<file path="src/rtl/pwlock_pkg.sv">
// Package: shared types for the password lock controller.
// Assumes a 3-bit command opcode supplied by an upstream decoder.
package pwlock_pkg;

    typedef enum logic [2:0] {
        OP_OTHER   = 3'd0,
        OP_SETPW   = 3'd1,
        OP_UNLOCK  = 3'd2,
        OP_PREP    = 3'd3,
        OP_ERASE   = 3'd4,
        OP_DISABLE = 3'd5,
        OP_FREEZE  = 3'd6,
        OP_RSVD    = 3'd7
    } op_e;

    typedef enum logic [1:0] {
        LK_OPEN   = 2'd0,
        LK_LOCKED = 2'd1,
        LK_FROZEN = 2'd2
    } lock_e;

    // Outcome of one command, applied in its decision cycle.
    typedef struct packed {
        logic  accept;
        lock_e lk_next;
        logic  wr_user;
        logic  wr_master;
        logic  clr_user;
        logic  fail_inc;
        logic  arm_prep;
        logic  wipe;
    } verdict_t;

endpackage

</file>
<file path="src/rtl/pwlock_vault.sv">
// Module: pwlock_vault
// Holds the user and master passwords, the user-armed flag and the level.
// Models non-volatile storage: only rst_n initialises it; power-on events
// are not seen here. Assumes writes arrive only in a decision cycle.
module pwlock_vault #(
    parameter int                NWORDS      = 16,
    parameter int                WORD_W      = 16,
    parameter logic [WORD_W-1:0] MASTER_SEED = 16'h5A00,
    localparam int               PW_W        = NWORDS * WORD_W
) (
    input  logic            clk,
    input  logic            rst_n,
    input  logic            wr_user,
    input  logic            wr_master,
    input  logic            clr_user,
    input  logic            new_level,
    input  logic [PW_W-1:0] new_pw,
    output logic [PW_W-1:0] user_pw,
    output logic [PW_W-1:0] master_pw,
    output logic            user_set,
    output logic            level_max
);

    logic [WORD_W-1:0] user_w   [NWORDS];
    logic [WORD_W-1:0] master_w [NWORDS];

    for (genvar g = 0; g < NWORDS; g++) begin : g_word
        // Purpose: store one word of the user password.
        always_ff @(posedge clk) begin
            if (!rst_n)
                user_w[g] <= '0;
            else if (wr_user)
                user_w[g] <= new_pw[g*WORD_W +: WORD_W];
        end

        // Purpose: store one word of the master password, seeded at init.
        always_ff @(posedge clk) begin
            if (!rst_n)
                master_w[g] <= MASTER_SEED ^ WORD_W'(g);
            else if (wr_master)
                master_w[g] <= new_pw[g*WORD_W +: WORD_W];
        end

        assign user_pw[g*WORD_W +: WORD_W]   = user_w[g];
        assign master_pw[g*WORD_W +: WORD_W] = master_w[g];
    end

    // Purpose: track whether a user password is armed and its level.
    always_ff @(posedge clk) begin
        if (!rst_n) begin
            user_set  <= 1'b0;
            level_max <= 1'b0;
        end else if (wr_user) begin
            user_set  <= 1'b1;
            level_max <= new_level;
        end else if (clr_user) begin
            user_set  <= 1'b0;
        end
    end

endmodule

</file>
<file path="src/rtl/pwlock_cmp.sv">
// Module: pwlock_cmp
// Serial word-by-word password comparator. It always walks all NWORDS
// words, so done rises NWORDS edges after start whatever the data.
// Assumes cand and refw stay stable while the walk runs.
module pwlock_cmp #(
    parameter int  NWORDS = 16,
    parameter int  WORD_W = 16,
    localparam int PW_W   = NWORDS * WORD_W,
    localparam int IW     = (NWORDS > 1) ? $clog2(NWORDS) : 1
) (
    input  logic            clk,
    input  logic            rst_n,
    input  logic            clear,
    input  logic            start,
    input  logic [PW_W-1:0] cand,
    input  logic [PW_W-1:0] refw,
    output logic            done,
    output logic            equal
);

    logic          run_q;
    logic [IW-1:0] idx_q;
    logic          diff_q;
    logic [WORD_W-1:0] cand_w;
    logic [WORD_W-1:0] ref_w;

    // Purpose: pick the word pair under inspection.
    always_comb begin
        cand_w = cand[idx_q*WORD_W +: WORD_W];
        ref_w  = refw[idx_q*WORD_W +: WORD_W];
    end

    // Purpose: sequence the walk and accumulate any mismatch.
    always_ff @(posedge clk) begin
        if (!rst_n || clear) begin
            run_q  <= 1'b0;
            idx_q  <= '0;
            diff_q <= 1'b0;
            done   <= 1'b0;
        end else begin
            done <= 1'b0;
            if (start) begin
                run_q  <= 1'b1;
                idx_q  <= '0;
                diff_q <= 1'b0;
            end else if (run_q) begin
                diff_q <= diff_q | (cand_w != ref_w);
                if (idx_q == IW'(NWORDS - 1)) begin
                    run_q <= 1'b0;
                    done  <= 1'b1;
                    idx_q <= '0;
                end else begin
                    idx_q <= idx_q + 1'b1;
                end
            end
        end
    end

    assign equal = !diff_q;

endmodule

</file>
<file path="src/rtl/pwlock_policy.sv">
// Module: pwlock_policy
// Pure combinational rule table: given the captured command, the current
// security state and the comparison result, it produces the verdict.
// Assumes equal refers to the password selected by cmd id.
module pwlock_policy
    import pwlock_pkg::*;
(
    input  op_e      op,
    input  logic     id,
    input  lock_e    lk,
    input  logic     user_set,
    input  logic     level_max,
    input  logic     prep_armed,
    input  logic     exhausted,
    input  logic     equal,
    output verdict_t v
);

    logic user_hit;
    logic master_hit;
    logic not_frozen_ok;

    // Purpose: qualify the raw compare result by the selected password.
    always_comb begin
        user_hit      = equal && !id && user_set;
        master_hit    = equal && id;
        not_frozen_ok = (lk != LK_FROZEN) && !exhausted;
    end

    // Purpose: map each opcode to its accept decision and side effects.
    always_comb begin
        v         = '0;
        v.lk_next = lk;
        unique case (op)
            OP_OTHER: v.accept = 1'b1;
            OP_SETPW: begin
                if (lk == LK_OPEN) begin
                    v.accept    = 1'b1;
                    v.wr_master = id;
                    v.wr_user   = !id;
                end
            end
            OP_UNLOCK: begin
                if (not_frozen_ok) begin
                    if (user_hit || (master_hit && !level_max)) begin
                        v.accept  = 1'b1;
                        v.lk_next = LK_OPEN;
                    end else begin
                        v.fail_inc = 1'b1;
                    end
                end
            end
            OP_PREP: begin
                if (not_frozen_ok) begin
                    v.accept   = 1'b1;
                    v.arm_prep = 1'b1;
                end
            end
            OP_ERASE: begin
                if (not_frozen_ok && prep_armed && (user_hit || master_hit)) begin
                    v.accept   = 1'b1;
                    v.clr_user = 1'b1;
                    v.lk_next  = LK_OPEN;
                    v.wipe     = 1'b1;
                end
            end
            OP_DISABLE: begin
                if (lk == LK_OPEN && (user_hit || (master_hit && !level_max))) begin
                    v.accept   = 1'b1;
                    v.clr_user = 1'b1;
                end
            end
            OP_FREEZE: begin
                if (lk != LK_LOCKED) begin
                    v.accept  = 1'b1;
                    v.lk_next = LK_FROZEN;
                end
            end
            default: v.accept = 1'b0;
        endcase
    end

endmodule

</file>
<file path="src/rtl/pwlock_ctrl.sv">
// Module: pwlock_ctrl (top)
// Password lock controller: captures one security command at a time,
// compares its password serially, applies the rule table and returns a
// single accept/abort strobe. power_cycle models a power-on event and
// has priority over any decision in the same cycle.
// Assumes the decoder waits for rsp_valid before the next command.
module pwlock_ctrl
    import pwlock_pkg::*;
#(
    parameter int                NWORDS      = 16,
    parameter int                WORD_W      = 16,
    parameter int                MAX_TRIES   = 5,
    parameter logic [WORD_W-1:0] MASTER_SEED = 16'h5A00,
    localparam int               PW_W        = NWORDS * WORD_W,
    localparam int               TRY_W       = $clog2(MAX_TRIES + 1)
) (
    input  logic            clk,
    input  logic            rst_n,
    input  logic            power_cycle,
    input  logic            cmd_valid,
    input  logic [2:0]      cmd_op,
    input  logic            cmd_id,
    input  logic            cmd_level,
    input  logic [PW_W-1:0] cmd_pw,
    output logic            busy,
    output logic            rsp_valid,
    output logic            rsp_accept,
    output logic            media_ok,
    output logic            wipe_pulse
);

    op_e             op_q;
    logic            id_q;
    logic            lvl_q;
    logic [PW_W-1:0] pw_q;
    lock_e           lk_q;
    logic [TRY_W-1:0] fail_q;
    logic            prep_q;

    logic [PW_W-1:0] user_pw;
    logic [PW_W-1:0] master_pw;
    logic            user_set;
    logic            level_max;
    logic            cmp_done;
    logic            cmp_equal;
    logic            start;
    logic            decide;
    logic            exhausted;
    verdict_t        v;

    // Purpose: derive the capture and decision strobes.
    always_comb begin
        start     = cmd_valid && !busy && !power_cycle;
        decide    = busy && cmp_done && !power_cycle;
        exhausted = fail_q >= TRY_W'(MAX_TRIES);
    end

    // Purpose: capture a command and track the busy window.
    always_ff @(posedge clk) begin
        if (!rst_n) begin
            busy  <= 1'b0;
            op_q  <= OP_OTHER;
            id_q  <= 1'b0;
            lvl_q <= 1'b0;
            pw_q  <= '0;
        end else if (power_cycle) begin
            busy <= 1'b0;
        end else if (start) begin
            busy  <= 1'b1;
            op_q  <= op_e'(cmd_op);
            id_q  <= cmd_id;
            lvl_q <= cmd_level;
            pw_q  <= cmd_pw;
        end else if (decide) begin
            busy <= 1'b0;
        end
    end

    pwlock_vault #(
        .NWORDS      (NWORDS),
        .WORD_W      (WORD_W),
        .MASTER_SEED (MASTER_SEED)
    ) u_vault (
        .clk       (clk),
        .rst_n     (rst_n),
        .wr_user   (decide && v.wr_user),
        .wr_master (decide && v.wr_master),
        .clr_user  (decide && v.clr_user),
        .new_level (lvl_q),
        .new_pw    (pw_q),
        .user_pw   (user_pw),
        .master_pw (master_pw),
        .user_set  (user_set),
        .level_max (level_max)
    );

    pwlock_cmp #(
        .NWORDS (NWORDS),
        .WORD_W (WORD_W)
    ) u_cmp (
        .clk   (clk),
        .rst_n (rst_n),
        .clear (power_cycle),
        .start (start),
        .cand  (cmd_valid && !busy ? cmd_pw : pw_q),
        .refw  (id_q ? master_pw : user_pw),
        .done  (cmp_done),
        .equal (cmp_equal)
    );

    pwlock_policy u_policy (
        .op         (op_q),
        .id         (id_q),
        .lk         (lk_q),
        .user_set   (user_set),
        .level_max  (level_max),
        .prep_armed (prep_q),
        .exhausted  (exhausted),
        .equal      (cmp_equal),
        .v          (v)
    );

    // Purpose: hold lock state, failure count and the pending prepare.
    always_ff @(posedge clk) begin
        if (!rst_n) begin
            lk_q   <= LK_OPEN;
            fail_q <= '0;
            prep_q <= 1'b0;
        end else if (power_cycle) begin
            lk_q   <= user_set ? LK_LOCKED : LK_OPEN;
            fail_q <= '0;
            prep_q <= 1'b0;
        end else if (decide) begin
            lk_q   <= v.lk_next;
            prep_q <= v.arm_prep;
            if (v.fail_inc && !exhausted)
                fail_q <= fail_q + 1'b1;
        end
    end

    // Purpose: register the response strobe, verdict and wipe request.
    always_ff @(posedge clk) begin
        if (!rst_n || power_cycle) begin
            rsp_valid  <= 1'b0;
            rsp_accept <= 1'b0;
            wipe_pulse <= 1'b0;
        end else begin
            rsp_valid  <= decide;
            rsp_accept <= decide && v.accept;
            wipe_pulse <= decide && v.wipe;
        end
    end

    assign media_ok = (lk_q != LK_LOCKED);

endmodule

</file>
<file path="config.mk">
export PLATFORM = sky130hd
export DESIGN_NAME = pwlock_ctrl
export DESIGN_NICKNAME = d
export VERILOG_FILES = /design/src/rtl/pwlock_pkg.sv /design/src/rtl/pwlock_vault.sv /design/src/rtl/pwlock_cmp.sv /design/src/rtl/pwlock_policy.sv /design/src/rtl/pwlock_ctrl.sv
export SDC_FILE = /design/constraint.sdc
export NUM_CORES = 1
export LEC_CHECK = 0
export BUFFER_PORTS_ARGS = -buffer_cell sky130_fd_sc_hd__buf_4
export CAP_MARGIN = 5
export CORE_AREA = 8 8 285 287
export DETAILED_ROUTE_END_ITERATION = 10
export DIE_AREA = 0 0 293 295
export PLACE_DENSITY = 0.68
export SYNTH_ARGS = -nofsm -noshare
export SYNTH_HDL_FRONTEND = slang
export SYNTH_SLANG_ARGS = --single-unit
</file>
<file path="constraint.sdc">
create_clock -name clk -period 22.5 [get_ports clk]
set_clock_uncertainty 0.2 [all_clocks]
set_input_delay 4.5 -clock clk [delete_from_list [all_inputs] [get_ports clk]]
set_output_delay 4.5 -clock clk [all_outputs]
set_load 0.01 [all_outputs]
</file>
# Yosys cells after proc, flatten, opt, wreduce, memory -nomap -nowiden
# Memory sizes are Yosys's and may differ from the RTL's.
# Cells that the tools add are included.
# Widths: inputs -> output; s select.
# word_totals
inputBits	265
reg_bits	280
output_inout_bits	5
n_memories	2
wordCells	185
ram_bits	512
# op_classes
addsub	2
n_bitwise	36
n_reduce_logical	40
magnitude_cmp	1
mux	71
n_eq_ne	14
shifts	2
# memory_table
name	words	word_bits	rd	rd_ports_with_merged_regs	wr	line	source
u_vault.master_w	16	16	16	0	16	pwlock_vault.sv:25	logic [WORD_W-1:0] master_w [NWORDS];
u_vault.user_w	16	16	16	0	16	pwlock_vault.sv:24	logic [WORD_W-1:0] user_w [NWORDS];
# op_table
op	count
$mux 16	32
$mux 256	2
$shiftx 256x9->16	2
$or 1x1->1	33
$mux 1	25
$logic_and 1x1->1	18
$ne 16x16->1	1
$mux 3	4
$eq 3x3->1 const B	3
$ne 3x2->1 const B	3
$mux 2	4
$logic_not 1->1	7
$pmux 1 s7	1
$eq 3x2->1 const B	2
$pmux 2 s3	1
$reduce_and 6->1	1
$reduce_bool 2->1	3
$add 4x1->4 const B	1
$eq 4x4->1 const B	1
$mux 4	1
$reduce_and 2->1	2
$reduce_bool 4->1	1
$reduce_or 2->1	2
$add 3x1->3 const B	1
11 further kinds	15

# Depth between registers and ports, before layout
# depth
ltp_word	10
ltp_mapped	13
depth_no_buf	10

# By module
# Synthesis repeated with hierarchy kept, for this count alone.
# hier_totals
cells_unflattened	3316
hier_area_um2	40277.4
# by_module_without_submodules
module	instances	cells_each	area_per_inst_um2
pwlock_vault	1	1137	19204.7
pwlock_ctrl	1	1754	16099.2
pwlock_cmp	1	394	4767.1
pwlock_policy	1	31	206.4

# Worst setup path after synthesis
# No wires, ideal clock.
# synth_timing
path_type	input port to flip-flop
startpoint	input power_cycle
endpoint	memory u_vault.user_w[0][0], enable pin
slack_ns	10.983
arrival_ns	10.690
stages	5
n_path_buf	1
path_cell_list	clkbuf_1 > or2_2 > and4b_1 > nand2b_1 > nand2_1
# synth_rtl
item	line	source
start: declaration	pwlock_ctrl.sv:19	input logic power_cycle,
end: declaration	pwlock_vault.sv:24	

# Worst setup path after layout
# layout_timing
startpoint	input cmd_valid
endpoint	register u_cmp.diff_q
# layout_between
elab_chain_len	5
word_cells_on_any_way	7
classes_between	eq/ne: 1; shift: 1; mux: 1; bitwise: 1; reduce/logical: 3
# layout_lines
item	line	source
start: declaration	pwlock_ctrl.sv:20	input logic cmd_valid,
$logic_and 1x1->1 (*)	pwlock_ctrl.sv:53, pwlock_ctrl.sv:105	
$mux 256	pwlock_ctrl.sv:105	.cand (cmd_valid && !busy ? cmd_pw : pw_q),
$shiftx 256x9->16	pwlock_cmp.sv:29	cand_w = cand[idx_q*WORD_W +: WORD_W];
$ne 16x16->1	pwlock_cmp.sv:47	diff_q <= diff_q | (cand_w != ref_w);
$or 1x1->1	pwlock_cmp.sv:47	
end signal: assignment	pwlock_cmp.sv:47	
end: declaration	pwlock_cmp.sv:23	logic diff_q;
# Every way passes the cells marked *; elsewhere a longest branch is shown, timed or not.
# A chain may end at the register's enable or synchronous reset.

==> impl_metrics.toml <==
[floorplanning]
fp.dieH_um = 295
dieWidth_um = 293
coreArea_mm2 = 0.07670
rows = 102
start_util = 0.4946
io_pins = 270
fp.dieArea_mm2 = 0.08644

[detailed_routing]
drt_pre_antenna_iters = 8
drc = 0
wl_per_cell_um = 28.15
ant_nets = 0
drt_iter0_drc = 3828
vias = 27381
wirelength_um = 123500
viasPerCell = 6.240

[global_routing]
overflow = 0
first_global_vias = 26701
grt_max_degree = 276
antenna_found_initial = 2
grt_usage = 0.2796
grt_pass1_wl_um = 180600

[run_status]
status = "finished clean"

[yosys]
yosysUniqueCellTypes = 58
syn_area_mm2 = 0.03794
synth_ff_type = "edfxtp_1"
syn_inst = 3168
synthArstFlopShare = 0
avgSynthCellArea_um2 = 11.97
yosysSeqAreaShare = 0.5530
synth_edf_count = 512
ys_seq_elements = 792
syn_nets = 3436
yosys_warnings = 0

[pwr]
p_leak_uw = 0.01569
power.density_mw_per_mm2 = 76.49
vdd_drop_max_mv = 0.06177

[clock_network]
root_buffer = "clkbuf_16"
cts_resized = 0
cts_made_buffers = 85
cts_tree = "done"
postCtsSetupBuffers = 0
htreeDepth = 3
clk_pin_slew_ns = 0.06
cts_sinks = 792
holdBufCountCts = 0
clk_latency_ns = 0.64
cts_buffer_depth = 3

[placed_design]
globalplace.congestion = 0.9515
dp_hpwl_um = 79230
postPlaceCellArea_mm2 = 0.04048
portBuffers = 269

[worst_setup_path]
setup.worst_path.end_class = "flip-flop"
critPathKind = "primary input to flip-flop"
r2r_end = "u_cmp.diff_q$_SDFFE_PP0P_"
cp_max_fo = 39
reg2reg_from = "u_cmp.idx_q[0]$_SDFFE_PP0P_"
startpoint_type = "primary input"
worstPathArrival_ns = 8.57
reg2reg_depth = 10
crit_required_ns = 22.82
rrSetupSlack_ns = 16.98

[sta]
setup_viol = 0
fmax_mhz = 121.1
hold_violations = 0
min_period_ns = 8.258
fin_crit_sh = 0.3670
grt_setup_unrepaired = "no"
worst_slew_pin_slew_ns = 1.381
finalSetupTns_ns = 0
drv_slew = 0
slew_headroom = 0.07931

[min_path]
worstHoldStart = "pw_q[242]$_SDFFE_PN0P_"
holdPathEnd = "pw_q[242]$_SDFFE_PN0P_"
hp-class = "flip-flop to flip-flop"
holdPathStages = 2

[final_layout]
n_fill_cell = 6230
drive_above_1_share = 0.1936
design_area_mm2 = 0.04325
fin_nets = 3544
syn2layout_area_growth_pct = 14.01

[job]
cap_violations = 0
[cell usage after synthesis, types with 13 or more instances]
| master | n | area, um^2 |
|---|---|---|
| nand2_1 | 662 | 2485 |
| edfxtp_1 | 512 | 15370 |
| dfxtp_1 | 280 | 5605 |
| a21boi_0 | 263 | 1974 |
| and3_1 | 259 | 1620 |
| clkbuf_1 | 208 | 780.8 |
| mux4_2 | 201 | 4527 |
| and2_1 | 165 | 1032 |
| nand2b_1 | 106 | 663.1 |
| mux2i_1 | 89 | 890.9 |
| a211oi_1 | 40 | 300.3 |
| a22oi_1 | 36 | 270.3 |
| and3b_1 | 33 | 289.0 |
| a311oi_1 | 32 | 280.3 |
| buf_2 | 29 | 145.1 |
| nor2_1 | 28 | 105.1 |
| nand3_1 | 25 | 125.1 |
| buf_1 | 20 | 75.07 |
| o221ai_1 | 20 | 175.2 |
| xor2_1 | 15 | 131.4 |
| buf_4 | 13 | 97.59 |
[how the worst max path moves through the flow]
stage	end	slack, ns	cells after the start	startpoint
2_1_floorplan	u_vault.user_w[0][0]$_SDFFCE_PN0P_	10.98	5	power_cycle
6_report	u_cmp.diff_q$_SDFFE_PP0P_	14.24	12	cmd_valid
5_1_grt	u_cmp.diff_q$_SDFFE_PP0P_	14.09	12	cmd_valid
3_3_place_gp	u_cmp.diff_q$_SDFFE_PP0P_	13.57	12	cmd_valid
4_1_cts	u_cmp.diff_q$_SDFFE_PP0P_	14.25	12	cmd_valid
3_5_place_dp	u_cmp.diff_q$_SDFFE_PP0P_	13.57	12	cmd_valid
[stage by stage]
stage	total power [uW]	instances	setup slack (ns)	hold WS [ns]	util
2_1_floorplan	1808	3168	10.98	0.2412	-
3_3_place_gp	1923	4229	13.57	0.2607	0.5278
3_5_place_dp	1932	4229	13.57	0.2687	0.5278
4_1_cts	3317	4387	14.25	0.2874	0.5639
5_1_grt	3398	4387	14.09	0.3064	0.5639
6_report	3308	4388	14.24	0.2888	0.5639
[cell type report]
cell class / count / area, um^2 / share of cell area
repair buffers: 302 / 2387 / 0.05520
clock inverters: 32 / 314.1 / 0.007261
clock buffers: 126 / 2455 / 0.05676
inverters: 7 / 26.28 / 0.0006075
well taps: 1040 / 1301 / 0.03009
flip-flops and latches: 792 / 20990 / 0.4854
multi-input cells: 2088 / 15770 / 0.3647
diodes: 1 / 2.502 / 0.00005786
[cell families after synthesis]
kind of cell	after synthesis	share of synthesized area
buffers and inverters	288	0.03292
muxes	291	0.1431
DFF	792	0.5530
adders and majority gates	3	0.0009896
and+or+nand+nor	1317	0.1734
xor gates and xnor gates	22	0.005079
AOI/OAI and AO/OA	455	0.09142
[where the power goes]
group	switching, uW	leakage [uW]	internal [uW]
clock network	588	0.00135	815
registers	29.9	0.00724	1590
logic	170	0.00710	115
[critical path, cell delays in order]
cell	delay [ns]
buf_4	0.42
nor2b_4	0.29
buf_4	0.48
buf_4	0.63
mux4_2	0.58
mux2_2	0.28
a32oi_2	0.17
xor2_1	0.36
nor2_1	0.08
a2111o_1	0.41
nor3_2	0.18
a211oi_1	0.09
[flip-flops by register name (all words and copies together), names as in the netlist, 2 cells and up]
name and flops:
fail_q 3, u_cmp.idx_q 4, u_vault.master_w 256, lk_q 2, u_vault.user_w 256, pw_q 256, op_q 3
[per-layer routing]
metal / GRT usage / wire length [um] / share of wire
met2: 0.4264 / 55230 / 0.45
met3: 0.06088 / 13000 / 0.11
met5: 0 / 0 / 0
met1: 0.3821 / 48800 / 0.40
met4: 0.1307 / 6482 / 0.052
[layout by cell type (no fill, tap or decap), types with 11 or more instances in the layout]
cell,n
and3_1,258
xor2_1,15
nand3_1,25
a311oi_1,32
a211oi_1,40
nand2_1,660
dfxtp_1,276
mux4_2,201
clkbuf_1,27
and3b_1,33
buf_4,292
clkbuf_8,11
clkbuf_16,88
mux2i_1,89
a21boi_0,263
edfxtp_1,512
and2_1,165
nand2b_1,104
nor2_1,27
a22oi_1,36
o221ai_1,20
No activity file was read; power rests on OpenSTA's default activity.
